**src/rtl/irq_agg_pkg.sv**
```systemverilog
package irq_agg_pkg;

    // Register word offsets
    localparam int unsigned PEND_WORD = 0;
    localparam int unsigned EN_WORD   = 1;

    // Register selected by a bus access
    typedef enum logic [1:0] {
        SEL_NONE = 2'd0,
        SEL_PEND = 2'd1,
        SEL_EN   = 2'd2
    } reg_sel_e;

    // Decoded bus request
    typedef struct packed {
        reg_sel_e sel;
        logic     wr;
        logic     rd;
    } bus_req_t;

    function automatic reg_sel_e decode_word(input int unsigned word);
        if (word == PEND_WORD) return SEL_PEND;
        if (word == EN_WORD)   return SEL_EN;
        return SEL_NONE;
    endfunction

endpackage

```
**src/rtl/fail_edge_latch.sv**
```systemverilog
module fail_edge_latch #(
    parameter int SYNC_STAGES = 2
) (
    input  logic clk,
    input  logic rst,
    input  logic line_i,
    input  logic clr_i,
    output logic pend_o
);
    // sync chain plus one history flop; idle level is the deasserted 1
    logic [SYNC_STAGES:0] chain_q;
    logic                 rise;
    logic                 pend_q;

    always_ff @(posedge clk) begin
        if (rst) chain_q <= '1;
        else     chain_q <= {chain_q[SYNC_STAGES-1:0], line_i};
    end

    assign rise = chain_q[SYNC_STAGES-1] & ~chain_q[SYNC_STAGES];

    always_ff @(posedge clk) begin
        if (rst) pend_q <= 1'b0;
        else     pend_q <= (pend_q & ~clr_i) | rise;
    end

    assign pend_o = pend_q;

    // a latched transition always leaves the bit set
    assert_edge_sets_R5: assert property (@(posedge clk) disable iff (rst)
        rise |=> pend_q);
    // a set bit only drops through a clear
    assert_sticky_R3: assert property (@(posedge clk) disable iff (rst)
        (pend_q && !clr_i) |=> pend_q);
    // a clear bit only rises on a deassertion transition
    assert_no_spurious_R8: assert property (@(posedge clk) disable iff (rst)
        (!pend_q && !rise) |=> !pend_q);
endmodule

```
**src/rtl/irq_regs.sv**
```systemverilog
module irq_regs
    import irq_agg_pkg::*;
#(
    parameter int N_FAIL = 2,
    parameter int N_LVL  = 6,
    parameter int ADDR_W = 2,
    parameter int DATA_W = 32
) (
    input  logic                       clk,
    input  logic                       rst,
    input  logic [ADDR_W-1:0]          bus_addr,
    input  logic                       bus_wr,
    input  logic                       bus_rd,
    input  logic [DATA_W-1:0]          bus_wdata,
    input  logic [N_FAIL-1:0]          pend_fail_i,
    input  logic [N_LVL-1:0]           src_flag_i,
    output logic [N_FAIL-1:0]          clr_fail_o,
    output logic [N_FAIL+N_LVL-1:0]    pend_all_o,
    output logic [N_FAIL+N_LVL-1:0]    en_o,
    output logic [DATA_W-1:0]          bus_rdata
);
    localparam int N_SRC = N_FAIL + N_LVL;

    bus_req_t                req;
    logic [N_SRC-1:0]        en_q;
    logic [DATA_W-1:0]       rd_mux;
    logic [DATA_W-1:0]       rdata_q;
    logic                    unused_wdata_hi;

    always_comb begin
        req.sel = decode_word(int'(bus_addr));
        req.wr  = bus_wr;
        req.rd  = bus_rd;
    end

    assign unused_wdata_hi = ^bus_wdata[DATA_W-1:N_SRC];
    assign pend_all_o      = {src_flag_i, pend_fail_i};
    assign clr_fail_o      = (req.wr && req.sel == SEL_PEND) ? bus_wdata[N_FAIL-1:0] : '0;

    always_ff @(posedge clk) begin
        if (rst)                              en_q <= '0;
        else if (req.wr && req.sel == SEL_EN) en_q <= bus_wdata[N_SRC-1:0];
    end

    always_comb begin
        rd_mux = '0;
        case (req.sel)
            SEL_PEND: rd_mux[N_SRC-1:0] = pend_all_o;
            SEL_EN:   rd_mux[N_SRC-1:0] = en_q;
            default:  rd_mux = '0;
        endcase
    end

    always_ff @(posedge clk) begin
        if (rst)         rdata_q <= '0;
        else if (req.rd) rdata_q <= rd_mux;
    end

    assign en_o      = en_q;
    assign bus_rdata = rdata_q;

    // enable write lands one edge later
    assert_en_write_R6: assert property (@(posedge clk) disable iff (rst)
        (bus_wr && req.sel == SEL_EN) |=> en_q == $past(bus_wdata[N_SRC-1:0]));
    // unmapped words read zero
    assert_unmapped_zero_R9: assert property (@(posedge clk) disable iff (rst)
        (bus_rd && req.sel == SEL_NONE) |=> bus_rdata == '0);
    // mirrored bits show the source flags at the read
    assert_mirror_R4: assert property (@(posedge clk) disable iff (rst)
        (bus_rd && req.sel == SEL_PEND) |=> bus_rdata[N_SRC-1:N_FAIL] == $past(src_flag_i));
    // enable untouched by writes elsewhere
    assert_en_hold_R9: assert property (@(posedge clk) disable iff (rst)
        !(bus_wr && req.sel == SEL_EN) |=> $stable(en_q));
endmodule

```
**src/rtl/irq_merge.sv**
```systemverilog
module irq_merge #(
    parameter int N_SRC = 8
) (
    input  logic             clk,
    input  logic             rst,
    input  logic [N_SRC-1:0] pend_i,
    input  logic [N_SRC-1:0] en_i,
    output logic             irq_o
);
    logic irq_q;

    always_ff @(posedge clk) begin
        if (rst) irq_q <= 1'b0;
        else     irq_q <= |(pend_i & en_i);
    end

    assign irq_o = irq_q;

    // request follows enabled pending sources by one edge
    assert_irq_rise_R7: assert property (@(posedge clk) disable iff (rst)
        ((pend_i & en_i) != '0) |=> irq_o);
    assert_irq_fall_R7: assert property (@(posedge clk) disable iff (rst)
        ((pend_i & en_i) == '0) |=> !irq_o);
    // reset clears the request
    assert_reset_quiet_R1: assert property (@(posedge clk)
        rst |=> !irq_o);
endmodule

```
**src/rtl/irq_aggregator.sv**
```systemverilog
module irq_aggregator #(
    parameter int N_FAIL      = 2,
    parameter int N_LVL       = 6,
    parameter int ADDR_W      = 2,
    parameter int DATA_W      = 32,
    parameter int SYNC_STAGES = 2
) (
    input  logic              clk,
    input  logic              rst,
    input  logic [N_FAIL-1:0] fail_line_i,
    input  logic [N_LVL-1:0]  src_flag_i,
    input  logic [ADDR_W-1:0] bus_addr,
    input  logic              bus_wr,
    input  logic              bus_rd,
    input  logic [DATA_W-1:0] bus_wdata,
    output logic [DATA_W-1:0] bus_rdata,
    output logic              irq_o
);
    localparam int N_SRC = N_FAIL + N_LVL;

    logic [N_FAIL-1:0] pend_fail;
    logic [N_FAIL-1:0] clr_fail;
    logic [N_SRC-1:0]  pend_all;
    logic [N_SRC-1:0]  en;

    for (genvar i = 0; i < N_FAIL; i++) begin : g_fail
        fail_edge_latch #(.SYNC_STAGES(SYNC_STAGES)) u_latch (
            .clk    (clk),
            .rst    (rst),
            .line_i (fail_line_i[i]),
            .clr_i  (clr_fail[i]),
            .pend_o (pend_fail[i])
        );
    end

    irq_regs #(
        .N_FAIL (N_FAIL),
        .N_LVL  (N_LVL),
        .ADDR_W (ADDR_W),
        .DATA_W (DATA_W)
    ) u_regs (
        .clk         (clk),
        .rst         (rst),
        .bus_addr    (bus_addr),
        .bus_wr      (bus_wr),
        .bus_rd      (bus_rd),
        .bus_wdata   (bus_wdata),
        .pend_fail_i (pend_fail),
        .src_flag_i  (src_flag_i),
        .clr_fail_o  (clr_fail),
        .pend_all_o  (pend_all),
        .en_o        (en),
        .bus_rdata   (bus_rdata)
    );

    irq_merge #(.N_SRC(N_SRC)) u_merge (
        .clk    (clk),
        .rst    (rst),
        .pend_i (pend_all),
        .en_i   (en),
        .irq_o  (irq_o)
    );
endmodule

```
**config.mk**
```make
export PLATFORM = sky130hd
export DESIGN_NAME = irq_aggregator
export DESIGN_NICKNAME = d
export VERILOG_FILES = /design/src/rtl/irq_agg_pkg.sv /design/src/rtl/fail_edge_latch.sv /design/src/rtl/irq_regs.sv /design/src/rtl/irq_merge.sv /design/src/rtl/irq_aggregator.sv
export SDC_FILE = /design/constraint.sdc
export NUM_CORES = 1
export LEC_CHECK = 0
export BUFFER_PORTS_ARGS = -buffer_cell sky130_fd_sc_hd__buf_2
export CORE_ASPECT_RATIO = 1.2
export CORE_UTILIZATION = 45
export CTS_BUF_LIST = sky130_fd_sc_hd__clkbuf_4 sky130_fd_sc_hd__clkbuf_8 sky130_fd_sc_hd__clkbuf_16
export DETAILED_ROUTE_END_ITERATION = 10
export PLACE_DENSITY = 0.89
export REMOVE_ABC_BUFFERS = 1
export SYNTH_ARGS = -nofsm -noshare
export SYNTH_HDL_FRONTEND = slang
export SYNTH_HIERARCHICAL = 1
export SYNTH_SLANG_ARGS = --single-unit
```
**constraint.sdc**
```tcl
create_clock -name clk -period 3.13 [get_ports clk]
set_clock_uncertainty 0.05 [all_clocks]
set_input_delay 0.626 -clock clk [delete_from_list [all_inputs] [get_ports clk]]
set_output_delay 0.626 -clock clk [all_outputs]
set_load 0.03 [all_outputs]
```
## Yosys cells after proc, flatten, opt, wreduce, memory -nomap -nowiden

Cells that the tools add are included.

- Register bits after elaboration: 25
- Input port bits: 46
- Output and inout bits: 33
- Logic and storage cells: 34

- Equality and inequality tests: 3
- Multiplexer cells: 9
- Bitwise gates (word level): 11
- Reductions and logical operators: 4

Operator list:

| kind | count |
|---|---|
| case mux 8 bit (2 select lines) | 1 |
| two-way mux 2 bit | 5 |
| AND 8 bit | 1 |
| OR reduction 8 bit | 1 |
| AND 1 bit | 4 |
| == test 2 x 1 -> 1 bit, second input constant | 2 |
| NOT 1 bit | 4 |
| two-way mux 1 bit | 3 |
| == test 2 bit, second input constant | 1 |
| logical AND 1 bit | 2 |
| logical NOT 2 bit | 1 |
| bitwise OR 1 bit | 2 |

## Logic depth before layout (Yosys ltp)

Gate-level depths: netlist of the first run.

- Depth after elaboration: 11
- Gate-level depth with buffers: 4

## Hierarchy

The synthesis of the first run kept the hierarchy.

By module, submodules not included:

| module | times used | cells each | area each (um^2) | seq. area each (um^2) |
|---|---|---|---|---|
| irq_regs | 1 | 98 | 954.7 | 320.3 |
| fail_edge_latch | 2 | 10 | 127.6 | 80.1 |
| irq_merge | 1 | 6 | 58.8 | 20.0 |

## Least setup slack after synthesis of the first run

No wires, ideal clock.

- Kind: input to register
- Start point: input port bus_addr[0]
- End point: register g_fail[0].u_latch.pend_q
- Setup time: 0.114 ns
- Data arrival time: 1.264 ns
- Slack: 1.702 ns
- Cell stages on the path: 4
- Path buffers: 1
- Path through: buf_2 nor4bb_1 nand2b_4 a21oi_2

- Cells in the longest elaborated chain, start to end: 11
- Elaborated cells between the ends (all ways): 14
- Classes of those cells: eq/ne (2); mux (7); bitwise (3); reduce/logical (2)

RTL lines:

| what | RTL line | RTL |
|---|---|---|
| start, declared | irq_aggregator.sv:12 | `input logic [ADDR_W-1:0] bus_addr,` |
| == test 2 x 1 -> 1 bit | irq_agg_pkg.sv:23 | `if (word == EN_WORD) return SEL_EN;` |
| two-way mux 1 bit (2 in a row) | irq_agg_pkg.sv:23 |  |
| two-way mux 2 bit | irq_agg_pkg.sv:24 | `return SEL_NONE;` |
| two-way mux 2 bit * | irq_agg_pkg.sv:23 |  |
| == test 2 x 1 -> 1 bit * | irq_regs.sv:38 | `assign clr_fail_o = (req.wr && req.sel == SEL_PEND) ? bus_wdata[N_FAIL-1:0] : '0;` |
| logical AND 1 bit * | irq_regs.sv:38 |  |
| two-way mux 2 bit * | irq_regs.sv:38 |  |
| net clr_fail[0] | irq_aggregator.sv:22 | `logic [N_FAIL-1:0] clr_fail;` |
| NOT 1 bit * | fail_edge_latch.sv:24 | `else pend_q <= (pend_q & ~clr_i) \| rise;` |
| AND 1 bit * | fail_edge_latch.sv:24 |  |
| bitwise OR 1 bit * | fail_edge_latch.sv:24 |  |
| end signal, assigned | fail_edge_latch.sv:24 |  |
| end, declared | fail_edge_latch.sv:13 | `logic pend_q;` |

Mark *: on every way through the listed nets, which the timed path passes. The rest lies on a longest branch. The select of a mux whose other input is x is not followed.
A chain may end at the register's enable or synchronous reset.

## Worst setup path in the final report of the first run

- Start point: register u_regs.rdata_q[2], in the netlist u_regs/bus_rdata[2]
- End point: output port bus_rdata[2]

RTL lines:

| what | RTL line | RTL |
|---|---|---|
| start, declared | irq_regs.sv:27 | `logic [DATA_W-1:0] rdata_q;` |
| start signal, assigned | irq_regs.sv:56 | `else if (req.rd) rdata_q <= rd_mux;` |
| end, declared | irq_aggregator.sv:16 | `output logic [DATA_W-1:0] bus_rdata,` |

No word-level cell between the ends.

==> results of run 1 <==
-- registers in the layout, indices dropped and copies added (netlist names) --
signal,count
u_regs/bus_rdata,8
g_fail.u_latch/chain_q,6
g_fail.u_latch/pend_o,2
u_merge/irq_o,1
u_regs/en_o,8
-- power groups by stage --
stage	logic [mW]	clock network [mW]	registers [mW]
floorplan	0.0649	0	0.348
global placement	0.0980	0	0.342
detailed placement	0.100	0	0.342
CTS	0.101	0.146	0.335
global route	0.108	0.165	0.337
finish	0.100	0.140	0.335
-- metrics by stage --
stage,hold slack (ns),instances,worst slack (ns)
after detailed placement,0.3394,174,1.284
after CTS,0.3770,178,1.552
after global placement,0.3406,174,1.373
after floorplan,0.3332,111,1.748
after global routing,0.4049,178,1.510
final,0.3733,178,1.576
-- cell families after synthesis --
group / after synthesis
muxes: 16
and+or+nand+nor: 31
AOI/OAI and AO/OA: 15
DFF: 25
buffers and inverters: 36
other: 1
-- path summary, 6_finish.rpt --
path	from	to	slack, ns	depth (start not counted)
setup reg to reg	g_fail[0].u_latch/pend_o$_SDFF_PP0_	u_merge/irq_o$_SDFF_PP0_	2.26	2
setup / recovery	u_regs/bus_rdata[2]$_SDFFE_PP0P_	bus_rdata[2]	1.58	1
hold / removal	g_fail[0].u_latch/chain_q[0]$_SDFF_PP1_	g_fail[0].u_latch/chain_q[1]$_SDFF_PP1_	0.37	1
hold reg to reg	g_fail[0].u_latch/chain_q[0]$_SDFF_PP1_	g_fail[0].u_latch/chain_q[1]$_SDFF_PP1_	0.37	1
-- area by class of cell --
cell class	count	area, sq um	share of cell area (%)
multi-input cells	86	595.6	45.29
flip-flops and latches	25	500.5	38.06
repair buffers	30	150.1	11.42
well taps	33	41.29	3.140
clock buffers	3	22.52	1.713
clock inverters	1	5.005	0.3806
-- cell usage after synthesis (all sizes together) --
cell type / n / area share [%]
buf: 35 / 20
dfxtp: 25 / 39
nand2b: 20 / 11
mux2i: 16 / 13
o2bb2ai: 8 / 5.5
or2: 6 / 3.0
a22oi: 4 / 2.4
a21oi: 2 / 1.4
nor4bb: 2 / 1.6
a41oi: 1 / 0.69
and3b: 1 / 0.69
clkbuf: 1 / 0.30
conb: 1 / 0.30
nor2: 1 / 0.30
or3b: 1 / 0.69
-- layer usage --
metal	up-vias	wire length, um	track usage [%]
li1	406	-	-
met1	395	821	17.26
met2	30	1073	26.10
met3	0	103	2.545
met4	0	0	4.762
met5	-	0	0
-- layout by cell type (no fill, tap or decap) --
master and count:
a21oi_2 2, a22oi_1 4, a41oi_1 1, and3b_1 1
buf_2 30, clkbuf_4 3, clkinv_2 1, conb_1 24
dfxtp_1 25, mux2i_1 16, nand2b_1 18, nand2b_4 2
nor2_1 1, nor4bb_1 2, o2bb2ai_1 8, or2_1 6
or3b_1 1
==> impl_metrics.toml, run 1 <==
[placement]
gp_congestion = 0.7399
placed_area_sq_um = 1287
dp_hpwl_um = 1556
port_buffers = 30

[route]
num_vias = 831
drt-total-wl_um = 1998
final_antenna_net_count = 0
via_per_inst = 4.669
drt_iter0_markers = 11
drc = 0
dr.pass1.iters = 4
wl_per_cell_um = 11.22

[global_routing]
grt_overflow = 0
grt_pass1_wl_um = 3277
grt_pass1_vias = 744
grt_usage_pct = 14.47
antenna_found_initial = 0
grt_max_degree = 28

[logic_synthesis]
yosys.area_share.adder_pct = 0
syn_area_sq_um = 1269
synth-compound-area-share_pct = 9.961
synthSimpleGateAreaFrac_pct = 17.26
yosys_warnings = 6
synthCells = 124
synth_top_family_by_area = "buffers and inverters"
synth_seq_cells = 25
yosysUniqueCellTypes = 17
synth_seq_area_share_pct = 39.45
synth-xor-area-share_pct = 0
syn_avg_cell_area_sq_um = 10.23
synthMuxAreaShare_pct = 12.62

[timing]
fmax_ghz = 0.6437
finalCriticalPeriod_ns = 1.554
timing_hold_violations_final = 0
tightest_slew_ns = 0.5834
finalCritPeriodShare_pct = 49.63
rsz0062_at_grt = "no"
drv_slew = 0
setup_violations = 0
max_slew_margin_pct = 60.96
fin_tns_setup_ns = 0

[finish]
fillerInstances = 268
final_cell_area_sq_um = 1315
final_nets = 192
finalCoreUtilization_pct = 50.53
area_growth_pct = 3.649
n_antenna_cell = 0
drive_gt1_share_pct = 26.21

[worst_setup_path]
required_ns = 2.45
arrival_ns = 0.88
slowest_delay_ns = 0.37
crit_path_start_kind = "flip-flop"
cp_slowest_cell = "dfxtp_1"
crit_buf_inv = 1
critPathCaptureType = "output pin"
timing_worst_setup_path_type = "reg -> out"
cp_max_fo = 2
path_cells = "buf_2"
critPathTopFamily = "flip-flops"

[power_and_ir_drop]
total_power_mw = 0.5750
ir_worst_vdd_mv = 0.2655
p_int_mw = 0.4071
pwr-share-comb_pct = 17.4
switchingPower_mw = 0.1679
clock_power_share_pct = 24.4
power.share.switching_pct = 29.20
seq_power_share_pct = 58.2
power_leakage_nw = 0.5782
powerDensity_nw_per_um2 = 437.2

[clock_tree]
post_cts_buffers = 0
cts.hold.buffers_added = 0
clockBufferDepth = 2
worst_skew_pair.late_latency_ns = 0.31
cts_root_buf = "clkbuf_4"
clk_pin_slew_ns = 0.13
cts_tree = "yes"
numClockSinks = 25
htree_levels = 1
cts_inserted_buffers = 3
cts_resized = 0

[hold_path]
hold_path_class = "reg -> reg"

[flow_run]
cap_violations = 0

[die]
die-area_sq_um = 3037
die_h_um = 60.17
die_w_um = 50.47
core_sq_um = 2603
ios = 79
start_util_pct = 48.75
rows = 20

[status]
status = "complete, no violations"
No activity file was read; power rests on OpenSTA's default activity.
==> inputs of run 2 (changes only) <==
--- a/config.mk
+++ b/config.mk
@@ -5,12 +5,13 @@
 export SDC_FILE = /design/constraint.sdc
 export NUM_CORES = 1
 export LEC_CHECK = 0
+export ABC_AREA = 1
 export BUFFER_PORTS_ARGS = -buffer_cell sky130_fd_sc_hd__buf_2
 export CORE_ASPECT_RATIO = 1.2
-export CORE_UTILIZATION = 45
+export CORE_UTILIZATION = 42
 export CTS_BUF_LIST = sky130_fd_sc_hd__clkbuf_4 sky130_fd_sc_hd__clkbuf_8 sky130_fd_sc_hd__clkbuf_16
 export DETAILED_ROUTE_END_ITERATION = 10
-export PLACE_DENSITY = 0.89
+export PLACE_DENSITY = 0.83
 export REMOVE_ABC_BUFFERS = 1
 export SYNTH_ARGS = -nofsm -noshare
 export SYNTH_HDL_FRONTEND = slang
==> constraint.sdc (replaced) <==
create_clock -name clk -period 1.5 [get_ports clk]
set_clock_uncertainty 0.05 [all_clocks]
set_input_delay 0.3 -clock clk [delete_from_list [all_inputs] [get_ports clk]]
set_output_delay 0.3 -clock clk [all_outputs]
set_load 0.03 [all_outputs]
==> run 2 against run 1 <==
Highest routed layer is now met4. Utilization down 3.2 points. Non-clock buffer count rose by 4. Worst setup slack worse by 1.3 ns. Largest power group unchanged. Clock-buffer cell count grew 1. Routed wire length is 14% higher.
==> impl_metrics.toml, run 2 <==
[status]
status = "complete, no violations"

[logic_synthesis]
syn_avg_cell_area_sq_um = 7.157
synth_seq_cells = 25
yosys-top-cells-area = "dfxtp_1 38%, buf_4 18%, nand2_1 12%, nand3_1 6.5%, nor2_1 5.2%"
synth_top_cell_by_area = "dfxtp_1"
synth_common_cells = "40 x nand2_1, 32 x buf_4, 25 x dfxtp_1"
syn_area_sq_um = 1302
synth_seq_area_share_pct = 38.42
synthArstFlopShare_pct = 0
synth_edf_count = 0
yosysUniqueCellTypes = 17
yosysMostFrequentCell = "nand2_1"
yosys_warnings = 6
synthCells = 182
synth_top_area_share_pct = 38.42
synthFlopType = "dfxtp_1"

[timing]
rsz0062_at_grt = "no"
drv_slew = 0
finalCriticalPeriod_ns = 1.214
fmax_ghz = 0.8239
setup_violations = 0
finalCritPeriodShare_pct = 80.92
timing_hold_violations_final = 0
whs_ns = 0.1150
fin_tns_setup_ns = 0

[global_routing]
antenna_found_initial = 0
grt_pass1_vias = 904
grt_max_degree = 26
grt_pass1_wl_um = 3726
grt_usage_pct = 14.84
grt_overflow = 0

[die]
start_util_pct = 45.48
core_sq_um = 2864
die_h_um = 63.01
die-area_sq_um = 3329
rows = 21
ios = 79
die_w_um = 52.84

[worst_setup_path]
crit_path_start_kind = "flip-flop"
required_ns = 1.15
r2r_start = "u_regs/en_o[5]$_SDFFE_PP0P_"
r2r_end = "u_merge/irq_o$_SDFF_PP0_"
timing_worst_setup_path_type = "reg -> out"
slowest_delay_ns = 0.35
r2r_cells = 4
critPathTopFamily = "flip-flops"
critPathCaptureType = "output pin"
cp_max_fo = 2
crit_buf_inv = 1
path_cells = "buf_2"
r2r_setup_slack_ns = 0.66
cp_slowest_cell = "dfxtp_1"
arrival_ns = 0.86

[clock_tree]
post_cts_buffers = 0
numClockSinks = 25
htree_levels = 1
cts.hold.buffers_added = 0
clockBufferDepth = 2
cts_inserted_buffers = 3
cts_tree = "yes"
cts_resized = 0
worst_skew_pair.late_latency_ns = 0.31
clk_pin_slew_ns = 0.13
cts_root_buf = "clkbuf_4"

[power_and_ir_drop]
total_power_mw = 1.269
powerDensity_nw_per_um2 = 935.9
ir_worst_vdd_mv = 0.5068
power_leakage_nw = 0.7071

[route]
drc = 0
drt_iter0_markers = 9
wl_per_cell_um = 9.603
drt-total-wl_um = 2276
final_antenna_net_count = 0
num_vias = 1039
via_per_inst = 4.384
dr.pass1.iters = 4

[placement]
dp_hpwl_um = 1612
port_buffers = 30
place_inst = 233
gp_congestion = 0.8250

[finish]
drive_gt1_share_pct = 19.70
finalCoreUtilization_pct = 47.36
area_growth_pct = 4.131
post_layout_nonfiller_instances = 237
layout_commonest_cell = "nand2_1"
final_nets = 250
n_antenna_cell = 0
final_cell_mix = "40 x nand2_1, 30 x buf_2, 25 x dfxtp_1, 24 x conb_1, 18 x nor2_1"

[hold_path]
min_to = "g_fail[1].u_latch/chain_q[0]$_SDFF_PP1_"
hold_path_class = "in -> reg"
min-delay-start = "fail_line_i[1]"
min_path_cells = 2

[flow_run]
cap_violations = 0
[run 2: cells by family (layout without fill, tap and decap cells)]
family | Yosys count | after routing | synth area share (%)
and+or+nand+nor | 92 | 92 | 31.41
buffers and inverters | 53 | 51 | 25.65
DFF | 25 | 25 | 38.42
AOI/OAI and AO/OA | 11 | 11 | 4.226
other | 1 | 24 | 0.2879
[run 2: final cells by class]
cell class              instances  area, sq um
well taps                      34        42.54
fillers                       301         1508
flip-flops and latches         25        500.5
inverters                      13        48.80
multi-input cells             127        554.3
clock buffers                   4        30.03
repair buffers                 34        180.2
[run 2: worst max path at each step]
stage | cells after the start | start | slack (ns) | to
after detailed placement | 4 | bus_addr[0] | 0.36 | u_regs/en_o[4]$_SDFFE_PP0P_
after CTS | 1 | u_regs/bus_rdata[6]$_SDFFE_PP0P_ | 0.27 | bus_rdata[6]
after floorplan | 5 | bus_addr[1] | 0.50 | g_fail[0].u_latch/pend_o$_SDFF_PP0_
after global routing | 1 | u_regs/bus_rdata[6]$_SDFFE_PP0P_ | 0.21 | bus_rdata[6]
final | 1 | u_regs/bus_rdata[6]$_SDFFE_PP0P_ | 0.29 | bus_rdata[6]
after global placement | 4 | bus_addr[0] | 0.37 | u_regs/en_o[7]$_SDFFE_PP0P_
[run 2: layer usage]
| metal | part of all wire, % | GRT usage (%) | wire length (um) |
|---|---|---|---|
| met1 | 46 | 18.25 | 1037 |
| met2 | 47 | 24.37 | 1065 |
| met3 | 6.5 | 0.9732 | 148 |
| met4 | 1.1 | 8.882 | 25 |
| met5 | 0 | 0 | 0 |
[run 2: report_power, final]
| part | total [mW] | switching [mW] | internal (mW) |
|---|---|---|---|
| clock | 0.306 | 0.184 | 0.122 |
| combinational | 0.257 | 0.190 | 0.0669 |
| sequential | 0.706 | 0.0131 | 0.693 |
[run 2: per-stage QoR]
step	cell area, sq um	setup slack [ns]
after floorplan	1104	0.5004
after global placement	1326	0.3690
after detailed placement	1326	0.3634
after CTS	1356	0.2657
after global routing	1356	0.2133
final	1356	0.2862
